==> config.mk <==
export PLATFORM = sky130hd
export DESIGN_NAME = adc_seq_ctrl
export DESIGN_NICKNAME = d
export VERILOG_FILES = /design/src/rtl/adc_seq_pkg.sv /design/src/rtl/adc_regfile.sv /design/src/rtl/adc_trig.sv /design/src/rtl/adc_acc.sv /design/src/rtl/adc_seq_ctrl.sv
export SDC_FILE = /design/constraint.sdc
export NUM_CORES = 1
export LEC_CHECK = 0
export BUFFER_PORTS_ARGS = -buffer_cell sky130_fd_sc_hd__clkbuf_2
export CORE_MARGIN = 2
export CORE_UTILIZATION = 24
export CTS_CLUSTER_DIAMETER = 80
export DETAILED_ROUTE_END_ITERATION = 8
export PLACE_DENSITY = 0.41
export SLEW_MARGIN = 10
export SYNTH_ARGS = -nofsm -noshare
export SYNTH_HDL_FRONTEND = slang
export SYNTH_SLANG_ARGS = --single-unit
==> constraint.sdc <==
create_clock -name clk -period 2 [get_ports clk]
set_input_delay 0.1 -clock clk [delete_from_list [all_inputs] [get_ports clk]]
set_output_delay 0.1 -clock clk [all_outputs]
set_load 0.03 [all_outputs]
==> src/rtl/adc_seq_pkg.sv <==
package adc_seq_pkg;

  localparam int CH_W = 5;

  localparam logic [3:0] A_CTRL  = 4'h0;
  localparam logic [3:0] A_SWCFG = 4'h1;
  localparam logic [3:0] A_HWCFG = 4'h2;
  localparam logic [3:0] A_DLY   = 4'h3;
  localparam logic [3:0] A_STAT  = 4'h4;
  localparam logic [3:0] A_SWLO  = 4'h5;
  localparam logic [3:0] A_SWHI  = 4'h6;
  localparam logic [3:0] A_HWLO  = 4'h7;
  localparam logic [3:0] A_HWHI  = 4'h8;
  localparam logic [3:0] A_X2LO  = 4'h9;
  localparam logic [3:0] A_X2HI  = 4'hA;

  typedef enum logic [1:0] {
    ST_IDLE,
    ST_REQ,
    ST_WAIT,
    ST_FIN
  } seq_state_e;

  // log2 of the sample count for an averaging code
  function automatic logic [2:0] avg_shift(input logic [1:0] code);
    case (code)
      2'd0:    return 3'd0;
      2'd1:    return 3'd2;
      2'd2:    return 3'd3;
      default: return 3'd4;
    endcase
  endfunction

  // channels that return a second result stream
  function automatic logic is_dual(input logic [CH_W-1:0] ch);
    return ch[CH_W-1:CH_W-3] == 3'b111;
  endfunction

endpackage

==> src/rtl/adc_regfile.sv <==
module adc_regfile
  import adc_seq_pkg::*;
#(
  parameter int DATA_W = 10,
  parameter int DLY_W  = 8
) (
  input  logic              clk,
  input  logic              rst_n,
  input  logic              wr,
  input  logic [3:0]        addr,
  input  logic [7:0]        wdata,
  input  logic              busy,
  input  logic              we_sw,
  input  logic              we_hw,
  input  logic              we_x2,
  input  logic [DATA_W-1:0] res_main,
  input  logic [DATA_W-1:0] res_aux,
  output logic              en,
  output logic              trig_en,
  output logic              trig_fall,
  output logic [3:0]        fe_ctl,
  output logic [CH_W-1:0]   sw_ch,
  output logic [1:0]        sw_avg,
  output logic [CH_W-1:0]   hw_ch,
  output logic [1:0]        hw_avg,
  output logic [DLY_W-1:0]  dly,
  output logic [7:0]        rdata
);

  logic [7:0]        ctrl_q, swcfg_q, hwcfg_q;
  logic [DLY_W-1:0]  dly_q;
  logic [DATA_W-1:0] sw_res, hw_res, x2_res;
  logic [15:0]       sw_pad, hw_pad, x2_pad;

  always_ff @(posedge clk or negedge rst_n) begin
    if (!rst_n) begin
      ctrl_q  <= '0;
      swcfg_q <= '0;
      hwcfg_q <= '0;
      dly_q   <= '0;
      sw_res  <= '0;
      hw_res  <= '0;
      x2_res  <= '0;
    end else begin
      if (wr) begin
        case (addr)
          A_CTRL:  ctrl_q  <= wdata & 8'hFB;   // start bit is never stored
          A_SWCFG: swcfg_q <= wdata;
          A_HWCFG: hwcfg_q <= wdata;
          A_DLY:   dly_q   <= wdata[DLY_W-1:0];
          default: ;
        endcase
      end
      if (we_sw) sw_res <= res_main;
      if (we_hw) hw_res <= res_main;
      if (we_x2) x2_res <= res_aux;
    end
  end

  assign en        = ctrl_q[0];
  assign trig_en   = ctrl_q[1];
  assign trig_fall = ctrl_q[4];
  assign fe_ctl    = {ctrl_q[7], ctrl_q[6], ctrl_q[5], ctrl_q[3]};
  assign sw_ch     = swcfg_q[CH_W-1:0];
  assign sw_avg    = swcfg_q[6:5];
  assign hw_ch     = hwcfg_q[CH_W-1:0];
  assign hw_avg    = hwcfg_q[6:5];
  assign dly       = dly_q;

  assign sw_pad = 16'(sw_res);
  assign hw_pad = 16'(hw_res);
  assign x2_pad = 16'(x2_res);

  always_comb begin
    case (addr)
      A_CTRL:  rdata = ctrl_q;
      A_SWCFG: rdata = swcfg_q;
      A_HWCFG: rdata = hwcfg_q;
      A_DLY:   rdata = 8'(dly_q);
      A_STAT:  rdata = {7'b0, busy};
      A_SWLO:  rdata = sw_pad[7:0];
      A_SWHI:  rdata = sw_pad[15:8];
      A_HWLO:  rdata = hw_pad[7:0];
      A_HWHI:  rdata = hw_pad[15:8];
      A_X2LO:  rdata = x2_pad[7:0];
      A_X2HI:  rdata = x2_pad[15:8];
      default: rdata = 8'h00;
    endcase
  end

endmodule

==> src/rtl/adc_trig.sv <==
module adc_trig #(
  parameter int DLY_W = 8
) (
  input  logic             clk,
  input  logic             rst_n,
  input  logic             trig_in,
  input  logic             fall_sel,
  input  logic             arm,
  input  logic             abort,
  input  logic             tick,
  input  logic [DLY_W-1:0] dly,
  output logic             fire,
  output logic             waiting
);

  logic             prev;
  logic [DLY_W-1:0] cnt;
  logic             edge_seen;

  assign edge_seen = fall_sel ? (prev & ~trig_in) : (~prev & trig_in);
  assign fire      = waiting && (cnt == '0);

  always_ff @(posedge clk or negedge rst_n) begin
    if (!rst_n) begin
      prev    <= 1'b0;
      cnt     <= '0;
      waiting <= 1'b0;
    end else begin
      prev <= trig_in;
      if (abort) begin
        waiting <= 1'b0;
      end else if (!waiting) begin
        if (arm && edge_seen) begin
          waiting <= 1'b1;
          cnt     <= dly;
        end
      end else if (cnt == '0) begin
        waiting <= 1'b0;
      end else if (tick) begin
        cnt <= cnt - 1'b1;
      end
    end
  end

endmodule

==> src/rtl/adc_acc.sv <==
module adc_acc #(
  parameter int DATA_W = 10,
  parameter int ACC_W  = 14
) (
  input  logic              clk,
  input  logic              rst_n,
  input  logic              clr,
  input  logic              add,
  input  logic [DATA_W-1:0] din,
  input  logic [2:0]        shift,
  output logic [DATA_W-1:0] avg
);

  logic [ACC_W-1:0] sum;

  always_ff @(posedge clk or negedge rst_n) begin
    if (!rst_n)   sum <= '0;
    else if (clr) sum <= '0;
    else if (add) sum <= sum + ACC_W'(din);
  end

  assign avg = DATA_W'(sum >> shift);

endmodule

==> src/rtl/adc_seq_ctrl.sv <==
module adc_seq_ctrl
  import adc_seq_pkg::*;
#(
  parameter int DATA_W = 10,
  parameter int ACC_W  = 14,
  parameter int DLY_W  = 8
) (
  input  logic              clk,
  input  logic              rst_n,
  input  logic              reg_wr,
  input  logic [3:0]        reg_addr,
  input  logic [7:0]        reg_wdata,
  output logic [7:0]        reg_rdata,
  input  logic              trig_in,
  input  logic              tick_32k,
  output logic [3:0]        fe_ctl,
  output logic [CH_W-1:0]   adc_sel,
  output logic [1:0]        adc_avg,
  output logic              adc_start,
  output logic              busy,
  input  logic              smp_valid,
  input  logic [DATA_W-1:0] smp_code,
  input  logic [DATA_W-1:0] smp_code2,
  output logic              irq_sw,
  output logic              irq_hw
);

  localparam int CNT_W = ACC_W - DATA_W;   // log2 of the largest sample count
  localparam int LANES = 2;

  seq_state_e        st;
  logic [CH_W-1:0]   cur_ch;
  logic [1:0]        cur_avg;
  logic              cur_hw;
  logic [CNT_W-1:0]  n_cnt;

  logic              en, trig_en, trig_fall;
  logic [CH_W-1:0]   sw_ch, hw_ch;
  logic [1:0]        sw_avg, hw_avg;
  logic [DLY_W-1:0]  dly;
  logic              fire, waiting;
  logic              ctrl_wr, abort, sw_go, hw_go, go, arm, last;
  logic [2:0]        shift;
  logic              we_sw, we_hw, we_x2;
  logic [DATA_W-1:0] lane_in  [LANES];
  logic [DATA_W-1:0] lane_avg [LANES];

  assign ctrl_wr = reg_wr && (reg_addr == A_CTRL);
  assign abort   = ctrl_wr && !reg_wdata[0];
  assign busy    = (st != ST_IDLE) || waiting;
  assign sw_go   = ctrl_wr && reg_wdata[0] && reg_wdata[2] && !busy;
  assign arm     = en && trig_en && (st == ST_IDLE) && !is_dual(hw_ch);
  assign hw_go   = fire && trig_en;
  assign go      = sw_go || hw_go;
  assign shift   = avg_shift(cur_avg);
  assign last    = n_cnt == CNT_W'((1 << shift) - 1);

  always_ff @(posedge clk or negedge rst_n) begin
    if (!rst_n) begin
      st      <= ST_IDLE;
      cur_ch  <= '0;
      cur_avg <= '0;
      cur_hw  <= 1'b0;
      n_cnt   <= '0;
    end else if (abort) begin
      st <= ST_IDLE;
    end else begin
      case (st)
        ST_IDLE: if (go) begin
          st      <= ST_REQ;
          cur_ch  <= hw_go ? hw_ch  : sw_ch;
          cur_avg <= hw_go ? hw_avg : sw_avg;
          cur_hw  <= hw_go;
          n_cnt   <= '0;
        end
        ST_REQ:  st <= ST_WAIT;
        ST_WAIT: if (smp_valid) begin
          if (last) begin
            st <= ST_FIN;
          end else begin
            n_cnt <= n_cnt + 1'b1;
            st    <= ST_REQ;
          end
        end
        ST_FIN:  st <= ST_IDLE;
        default: st <= ST_IDLE;
      endcase
    end
  end

  assign adc_start = (st == ST_REQ);
  assign adc_sel   = cur_ch;
  assign adc_avg   = cur_avg;
  assign we_sw     = (st == ST_FIN) && !cur_hw;
  assign we_hw     = (st == ST_FIN) && cur_hw;
  assign we_x2     = we_sw && is_dual(cur_ch);
  assign irq_sw    = we_sw;
  assign irq_hw    = we_hw;

  assign lane_in[0] = smp_code;
  assign lane_in[1] = smp_code2;

  for (genvar g = 0; g < LANES; g++) begin : g_lane
    adc_acc #(.DATA_W(DATA_W), .ACC_W(ACC_W)) u_acc (
      .clk   (clk),
      .rst_n (rst_n),
      .clr   (go && (st == ST_IDLE)),
      .add   ((st == ST_WAIT) && smp_valid),
      .din   (lane_in[g]),
      .shift (shift),
      .avg   (lane_avg[g])
    );
  end

  adc_trig #(.DLY_W(DLY_W)) u_trig (
    .clk      (clk),
    .rst_n    (rst_n),
    .trig_in  (trig_in),
    .fall_sel (trig_fall),
    .arm      (arm),
    .abort    (abort),
    .tick     (tick_32k),
    .dly      (dly),
    .fire     (fire),
    .waiting  (waiting)
  );

  adc_regfile #(.DATA_W(DATA_W), .DLY_W(DLY_W)) u_regs (
    .clk       (clk),
    .rst_n     (rst_n),
    .wr        (reg_wr),
    .addr      (reg_addr),
    .wdata     (reg_wdata),
    .busy      (busy),
    .we_sw     (we_sw),
    .we_hw     (we_hw),
    .we_x2     (we_x2),
    .res_main  (lane_avg[0]),
    .res_aux   (lane_avg[1]),
    .en        (en),
    .trig_en   (trig_en),
    .trig_fall (trig_fall),
    .fe_ctl    (fe_ctl),
    .sw_ch     (sw_ch),
    .sw_avg    (sw_avg),
    .hw_ch     (hw_ch),
    .hw_avg    (hw_avg),
    .dly       (dly),
    .rdata     (reg_rdata)
  );

endmodule

# After elaboration in Yosys (flattened, before gate mapping)
# Cells that the tools add are included.
# totals
reg_bits,113
latch_bits,0
ramBits,0
rom_bits,0
inputBits,38
out_inout_bits,23
elab_cells,119
n_memories,0
# classes
addsub,5
multipliers,0
div,0
magnitude_cmp,0
eq_ne,25
shifts,3
n_mux,26
n_bitwise,5
reduce_logical,38
# ops
cell,n
$pmux 8 s11,1
$mux 14,4
$mux 8,4
$add 14x10->14,2
$shr 14x3->10,2
$eq 4x3->1 const B,4
$logic_and 1x1->1,16
$eq 4x4->1 const B,3
$mux 4,3
$mux 2,5
$ne 2x2->1 const B,5
$reduce_and 2->1,5
$pmux 3 s3,1
$eq 4x2->1 const B,2
$logic_not 8->1,1
$pmux 2 s4,1
$pmux 4 s2,1
$reduce_bool 2->1,4
$sub 8x1->8 const B,1
$eq 2x2->1 const B,3
$eq 3x3->1 const B,2
$ne 3x3->1 const B,2
$mux 1,5
$mux 5,1
15 further kinds,24

# Depth between registers and ports, before layout
# Gate-level depths: netlist (run 1).
# logic_depth
depth_word,9
ltp_mapped,10
ltp_nobuf,9

# Modules after synthesis
# A second synthesis (run 1) with hierarchy kept.
# unflattened
hier_cells,780
hier_area_um2,7719.9
# by_module_without_submodules
mod,n_inst,cells_per_inst,area_each_um2,seq_area_each_um2
adc_regfile,1,237,3029.2,1526.5
adc_acc at g_lane[1].u_acc,1,195,1546.5,350.3
adc_acc at g_lane[0].u_acc,1,180,1451.4,350.3
adc_seq_ctrl,1,97,952.2,350.3
adc_trig,1,71,740.7,250.2

# Worst setup path after synthesis (run 1)
# No wires, ideal clock.
# synth_timing
path_kind,register to register
startpoint,"register cur_avg[0], in the netlist adc_avg[0]"
endpoint,register u_regs.sw_res[6]
setup_time_ns,0.133
arrival_time_ns,2.132
required_ns,1.867
setup_slack_ns,-0.266
path_stages_with_launch,10
n_path_buf,3
period_less_slack_ns,2.266
path_cell_list,dfrtp_1 -> inv_1 -> ha_1 -> clkbuf_1 -> buf_2 -> buf_2 -> mux2i_1 -> nand2_1 -> a31oi_1 -> o21ai_0
# synth_via
elab_chain_cells,3
word_cells_on_any_way,5
cone_classes,eq/ne: 2; shift: 1; mux: 1; reduce/logical: 1
# synth_lines
element,line,rtl
start: declaration,adc_seq_ctrl.sv:33,logic [1:0] cur_avg;
start signal: assignment,adc_seq_ctrl.sv:72,cur_avg <= hw_go ? hw_avg : sw_avg;
"$eq 2x2->1, or another cell as far along",adc_seq_pkg.sv:26,case (code)
$pmux 3 s3 (*),adc_seq_pkg.sv:26,
$shr 14x3->10 (*),adc_acc.sv:22,assign avg = DATA_W'(sum >> shift);
end signal: assignment,adc_regfile.sv:54,if (we_sw) sw_res <= res_main;
end: declaration,adc_regfile.sv:32,"logic [DATA_W-1:0] sw_res, hw_res, x2_res;"
# Mark *: on every way between the ends. The rest lies on a longest branch, timed or not.
# A chain may end at the register's enable or synchronous reset.

# Worst setup path in the final report (run 1)
# layout_timing
startpoint,register st[0]
endpoint,output port reg_rdata[0]
# layout_via
elab_chain_cells,3
# layout_lines
element,line,rtl
start: declaration,adc_seq_ctrl.sv:31,seq_state_e st;
start signal: assignment,adc_seq_ctrl.sv:60,st <= ST_IDLE;
start signal: assignment,adc_seq_ctrl.sv:66,st <= ST_IDLE;
start signal: assignment,adc_seq_ctrl.sv:70,st <= ST_REQ;
$reduce_bool 2->1,adc_seq_ctrl.sv:50,assign busy = (st != ST_IDLE) || waiting;
$logic_or 1x1->1,adc_seq_ctrl.sv:50,
$pmux 8 s11,adc_regfile.sv:75,case (addr)
end: declaration,adc_seq_ctrl.sv:13,"output logic [7:0] reg_rdata,"
# No other way between the ends.

==> results of run 1 <==
## per-stage QoR
stage          utilization (%)  hold WS [ps]  cells  total power (uW)  setup slack [ps]
2_1_floorplan                -          -196    741              7870             -50.7
3_3_place_gp              29.8          63.7   1252             10400             -36.1
3_5_place_dp              29.8          62.5   1252             10400             -55.5
4_1_cts                   32.7          1.71   1300             13900              -150
5_1_grt                   34.1          48.9   1306             15600              -176
6_report                  34.1          38.5   1306             14600             -87.1
## synthesized netlist by cell type (7+ instances only)
library cell / n / share of area [%]
dfrtp_1: 113 / 40
nand2_1: 86 / 4.6
o21ai_0: 58 / 4.1
mux2i_1: 54 / 7.7
nor2_1: 54 / 2.9
a21oi_1: 42 / 3.0
mux2_2: 39 / 6.2
clkbuf_1: 28 / 1.5
ha_1: 27 / 4.8
inv_1: 23 / 1.2
nand3_1: 17 / 1.2
o22ai_1: 16 / 1.4
nor2b_1: 12 / 1.1
a211oi_1: 10 / 1.1
xnor2_1: 10 / 1.2
xor2_1: 10 / 1.2
a21o_1: 8 / 0.85
a22oi_1: 8 / 0.85
nand2b_1: 8 / 0.71
buf_2: 7 / 0.50
nor3_1: 7 / 0.50
o211ai_1: 7 / 0.75
## final timing paths
path | from | to | slack, ps | cells past startpoint
worst max-delay path | st[0] | reg_rdata[0] | -90 | 6
worst min-delay path | smp_code2[0] | g_lane[1].u_acc.sum[0] | 40 | 4
worst max register to register | u_trig.cnt[1] | n_cnt[2] | -40 | 8
worst min register to register | u_regs.hw_res[0] | u_regs.hw_res[0] | 470 | 2
max in group asynchronous | rst_n | adc_avg[0] | 1200 | 3
min in group asynchronous | rst_n | u_trig.cnt[3] | 170 | 2
## routing by layer
layer	global-route usage, %	vias to the layer above
li1	-	3049
met2	21.7	99
met3	3.05	14
met4	3.40	0
met1	21.6	2928
met5	0	-
## power by group through the flow
| stage | Sequential [uW] | Combinational (uW) | Clock (uW) |
|---|---|---|---|
| floorplan | 3630 | 4240 | 0 |
| global placement | 3620 | 6770 | 0 |
| global route | 3720 | 8540 | 3380 |
| detailed placement | 3620 | 6780 | 0 |
| CTS | 3570 | 7030 | 3270 |
| finish | 3610 | 7760 | 3190 |
## what timing repair did
item	4_1_cts	5_1_grt
gates resized for setup	24	84
pin swaps	10	22
endpoints found under the setup margin	19	56
hold buffers	9	0
buffers inserted	7	5
hold endpoints to repair	119	0
cloned	0	2
## sequential cells by signal, summed over array words and instances, names as in the netlist, 4 cells and up
register and cells:
u_regs.x2_res 10, u_regs.ctrl_q 7, u_trig.cnt 8, u_regs.swcfg_q 8, adc_sel 5, n_cnt 4, g_lane.u_acc.sum 28, u_regs.dly 8
u_regs.sw_res 10, u_regs.hwcfg_q 8, u_regs.hw_res 10
## worst reg2reg max path, delay by kind of cell (launching register included)
kind	cells	cell delay (ps)
flip-flops	1	390
adder cells (fa/ha/maj)	1	150
AND/OR/NAND/NOR	3	700
buffers and inverters	1	60
AO/OA/AOI/OAI	3	660
## final cells by class
class	count	area (um^2)	share of cell area [%]
timing repair buffer	188	1470	15.0
multi-input combinational	566	4330	44.2
clock inverter	11	154	1.57
inverter	23	86.3	0.881
clock buffer	21	450	4.59
tap	384	480	4.90
sequential	113	2830	28.9
## cells by family after synthesis
group	Yosys count	synth area share, %
flip-flops	113	40.2
AND/OR/NAND/NOR	224	15.2
adder cells (fa/ha/maj)	29	5.38
AO/OA/AOI/OAI	196	17.9
multiplexers	97	15.2
XOR/XNOR	20	2.49
buffers and inverters	62	3.54
==> flow_summary.toml, run 1 <==
[power]
switchingPower_uw = 5760
p_per_area_nw_per_um2 = 1490
internal-power_uw = 8800
pwr-share-seq_pct = 24.8
power_frac_comb_pct = 53.3
p_sw_share_pct = 39.6
clockPowerShare_pct = 21.9
max-vdd-ir-drop_v = 0.000667
leakage_uw = 0.00440

[final_layout]
area_growth_pct = 39.5
layout.nets = 976
n_antenna_cell = 0
final_cell_mix = "dfrtp_1, buf_4, nand2_1, clkbuf_2, nor2_1"
drive_gt1_share_pct = 35.5
final_common_cell = "dfrtp_1"
post-route-cell-area_um2 = 9800
fillers = 3019

[sta]
max_freq_ghz = 0.479
slew_headroom_pct = 66.4
hold_viol = 0
finalClockSkew_ps = 11.7
min_period_ps = 2090
tns_ps = -184
setup_viol = 4
rsz0062_at_grt = "true"
finalMaxSlewViolations = 0
tightestPinTransition_ps = 503
post-route-period-util_pct = 104
finalWorstSetupSlack_ps = -87.1

[synth]
ys_seq_area_share_pct = 40.2
synth_enable_flop_cells = 0
synthDistinctLibCells = 66
ys_ff_latch = 113
syn-cell-area_um2 = 7030
synth_ff_type = "dfrtp_1"
synth_warnings = 0
synthesis.nets = 808
synthArstFlopShare_pct = 100
syn-instance-count = 741
avgSynthCellArea_um2 = 9.48

[place]
io_buffers = 60
place_area_um2 = 8570
gp_congestion = 0.776
hpwlAfterDp_um = 16500

[floorplanning]
pin_count = 61
core_um2 = 28800
row_count = 62
fp.dieH_um = 175
dieArea_um2 = 30700
start_util_pct = 24.4
die_w_um = 175

[worst_hold_path]
hp-class = "input port to flip-flop"

[clock_network]
cts_max_level = 4
cts_made_buffers = 17
cts_tree = "built"
clk_latency_ps = 420
clockRootBuffer = "clkbuf_16"
clock_sinks = 113
ctsLongestPathBuffers = 2
clkSlewWorstSetupHoldPaths_ps = 60

[critical_path]
required_ps = 1900
crit_fanout = 2
crit_family = "simple AND/OR/NAND/NOR gates"
path_buf_inv = 1
cp-start-kind = "flip-flop"
critPathKind = "flip-flop to output pin"
crit_chain = "or3_4, nand3b_1, a21oi_2, a311oi_1, o22ai_1, buf_4"
end_kind = "output pin"
cpPeakStageDelay_ps = 410
crit_slowest_cell = "dfrtp_2"
arrival_ps = 1990

[drt]
dr.first_iter.drc_count = 354
routed.top_layer = "met4"
wl_met3_um = 650
vias_per_cell = 4.66
postRouteAntennaNets = 0
wirelength_um = 22100
drc = 0
wl_met1_um = 11400
dr_wl_met2_um = 9830
vias = 6090
dr.pass1.iters = 5
wl_per_cell_um = 16.9

[global_routing]
grt_pass1_vias = 6009
grt_use_total_pct = 14.6
antenna_found_initial = 0
grt_max_degree = 38
grt_pass1_wl_um = 34600
overflow = 0

[flow_run]
maxCapViolations = 0

[outcome]
violations = "setup timing"
status = "complete, but fails checks"
No activity file was read; power rests on OpenSTA's default activity.
==> run 2, diff against run 1 <==
- clock period: 2 -> 1.9 ns (I/O delays scaled with it)
==> flow_summary.toml, run 2 (same netlist as run 1, synthesis figures left out) <==
[place]
hpwlAfterDp_um = 16900
gp_congestion = 0.775
io_buffers = 60
place_area_um2 = 8770
placed_cells = 1281

[drt]
dr.first_iter.drc_count = 356
vias_per_cell = 4.64
wirelength_um = 22900
postRouteAntennaNets = 0
wl_per_cell_um = 17.0
dr.pass1.iters = 4
vias = 6252
drc = 0

[clock_network]
cts_made_buffers = 17
clockRootBuffer = "clkbuf_16"
clock_sinks = 113
clkSlewWorstSetupHoldPaths_ps = 60
ctsLongestPathBuffers = 2
cts_max_level = 4
clk_latency_ps = 420
cts_tree = "built"

[global_routing]
grt_max_degree = 33
overflow = 0
antenna_found_initial = 0
grt_use_total_pct = 14.9
grt_pass1_wl_um = 35500
grt_pass1_vias = 6378

[power]
leakage_uw = 0.00464
max-vdd-ir-drop_v = 0.000754
p_per_area_nw_per_um2 = 1630
p_total_uw = 17000

[floorplanning]
pin_count = 61
row_count = 62
core_um2 = 28800
start_util_pct = 24.4
dieArea_um2 = 30700
die_w_um = 175
fp.dieH_um = 175

[worst_hold_path]
hp-class = "input port to flip-flop"

[final_layout]
area_growth_pct = 48.5
drive_gt1_share_pct = 42.7
top_register = "g_lane.u_acc.sum"
post-route-cell-area_um2 = 10400
final_common_cell = "buf_4"
largest_reg_flops = 28
final_cells = 1348
register_area_um2 = 2830
layout.nets = 1018
finish.utilization_pct = 36.3
final_cell_mix = "buf_4, dfrtp_1, nand2_1, clkbuf_2, nor2_1"
multi_input_area_um2 = 4650
fillers = 2934
n_antenna_cell = 0

[sta]
finalClockSkew_ps = 11.4
rsz0062_at_grt = "true"
finalMaxSlewViolations = 0
setup_viol = 17
slew_headroom_pct = 68.1
hold_slack_ps = 45.7
min_period_ps = 2150
tightestPinTransition_ps = 477
finalWorstSetupSlack_ps = -251
post-route-period-util_pct = 113
hold_viol = 0
max_freq_ghz = 0.465

[critical_path]
critPathCapture = "reg_rdata[0]"
crit_family = "compound AO/OA/AOI/OAI gates"
cpPeakStageDelay_ps = 410
path_buf_inv = 2
crit_slowest_cell = "dfrtp_2"
arrival_ps = 2060
r2r-end = "n_cnt[2]"
crit_path_start = "u_trig.waiting"
r2r-start = "adc_avg[1]"
crit_cells = 7
end_kind = "output pin"
crit_fanout = 4
required_ps = 1800
critPathKind = "flip-flop to output pin"
crit_chain = "buf_6, or3_4, nand3b_1, a21oi_1, a311oi_1, o22ai_1, buf_4"
cp-start-kind = "flip-flop"
r2r_setup_slack_ps = -110
ff2ff_path_depth = 9

[outcome]
status = "complete, but fails checks"
violations = "setup timing"

[flow_run]
maxCapViolations = 0
-- run 2: cell types whose count changed in the layout (fill, tap and decap cells not counted), sizes merged --
cell      change
buf          +44
bufinv        +1
clkbuf        -3
clkinv        +3
clkinvlp      -3
-- run 2: worst min path at each step --
stage	slack, ps	to	depth (start not counted)	startpoint
2_1_floorplan	-200	adc_avg[0]	0	rst_n
3_3_place_gp	70	u_trig.cnt[6]	1	rst_n
3_5_place_dp	80	u_trig.cnt[6]	1	rst_n
4_1_cts	20	g_lane[1].u_acc.sum[0]	4	smp_code2[0]
5_1_grt	50	g_lane[1].u_acc.sum[0]	4	smp_code2[0]
6_report	50	g_lane[0].u_acc.sum[0]	4	smp_code[0]
-- run 2: what timing repair did --
action	CTS	global route
hold endpoints to repair	49	0
gates cloned	0	2
setup buffers	10	18
pin swaps	21	54
setup endpoints to repair	48	68
resized for setup	51	135
hold buffers	9	0
-- run 2: power breakdown --
group          total, uW  internal [uW]  leakage [uW]  switching, uW
combinational       9640           4930       0.00290           4710
sequential          3850           3120       0.00143            731
clock               3520           2270      0.000307           1240
total              17000          10300       0.00464           6680
-- run 2: metal layers --
layer / GRT usage (%) / share of wire (%) / vias up / routed length (um)
li1: - / - / 3132 / -
met4: 3.33 / 0.72 / 0 / 166
met3: 2.98 / 3.0 / 10 / 695
met5: 0 / 0 / - / 0
met2: 22.9 / 46 / 96 / 10600
met1: 21.5 / 50 / 3014 / 11400
-- run 2: per-stage QoR --
step | setup slack [ps] | setup TNS, ps
after floorplan | -151 | -474
after global placement | -131 | -1830
after detailed placement | -136 | -2130
after CTS | -336 | -850
after global routing | -350 | -4740
final | -251 | -849
-- run 2: area by class of cell --
| cell class | count | area share (%) |
|---|---|---|
| well taps | 384 | 4.60 |
| clock buffers | 20 | 4.38 |
| multi-input cells | 566 | 44.6 |
| flip-flops and latches | 113 | 27.1 |
| clock inverters | 12 | 1.73 |
| repair buffers | 230 | 16.7 |
| inverters | 23 | 0.827 |
-- run 2: worst min-delay path: stages --
cell      delay (ps)
clkbuf_2          90
ha_2             150
nand2_1           40
o21ai_0           60
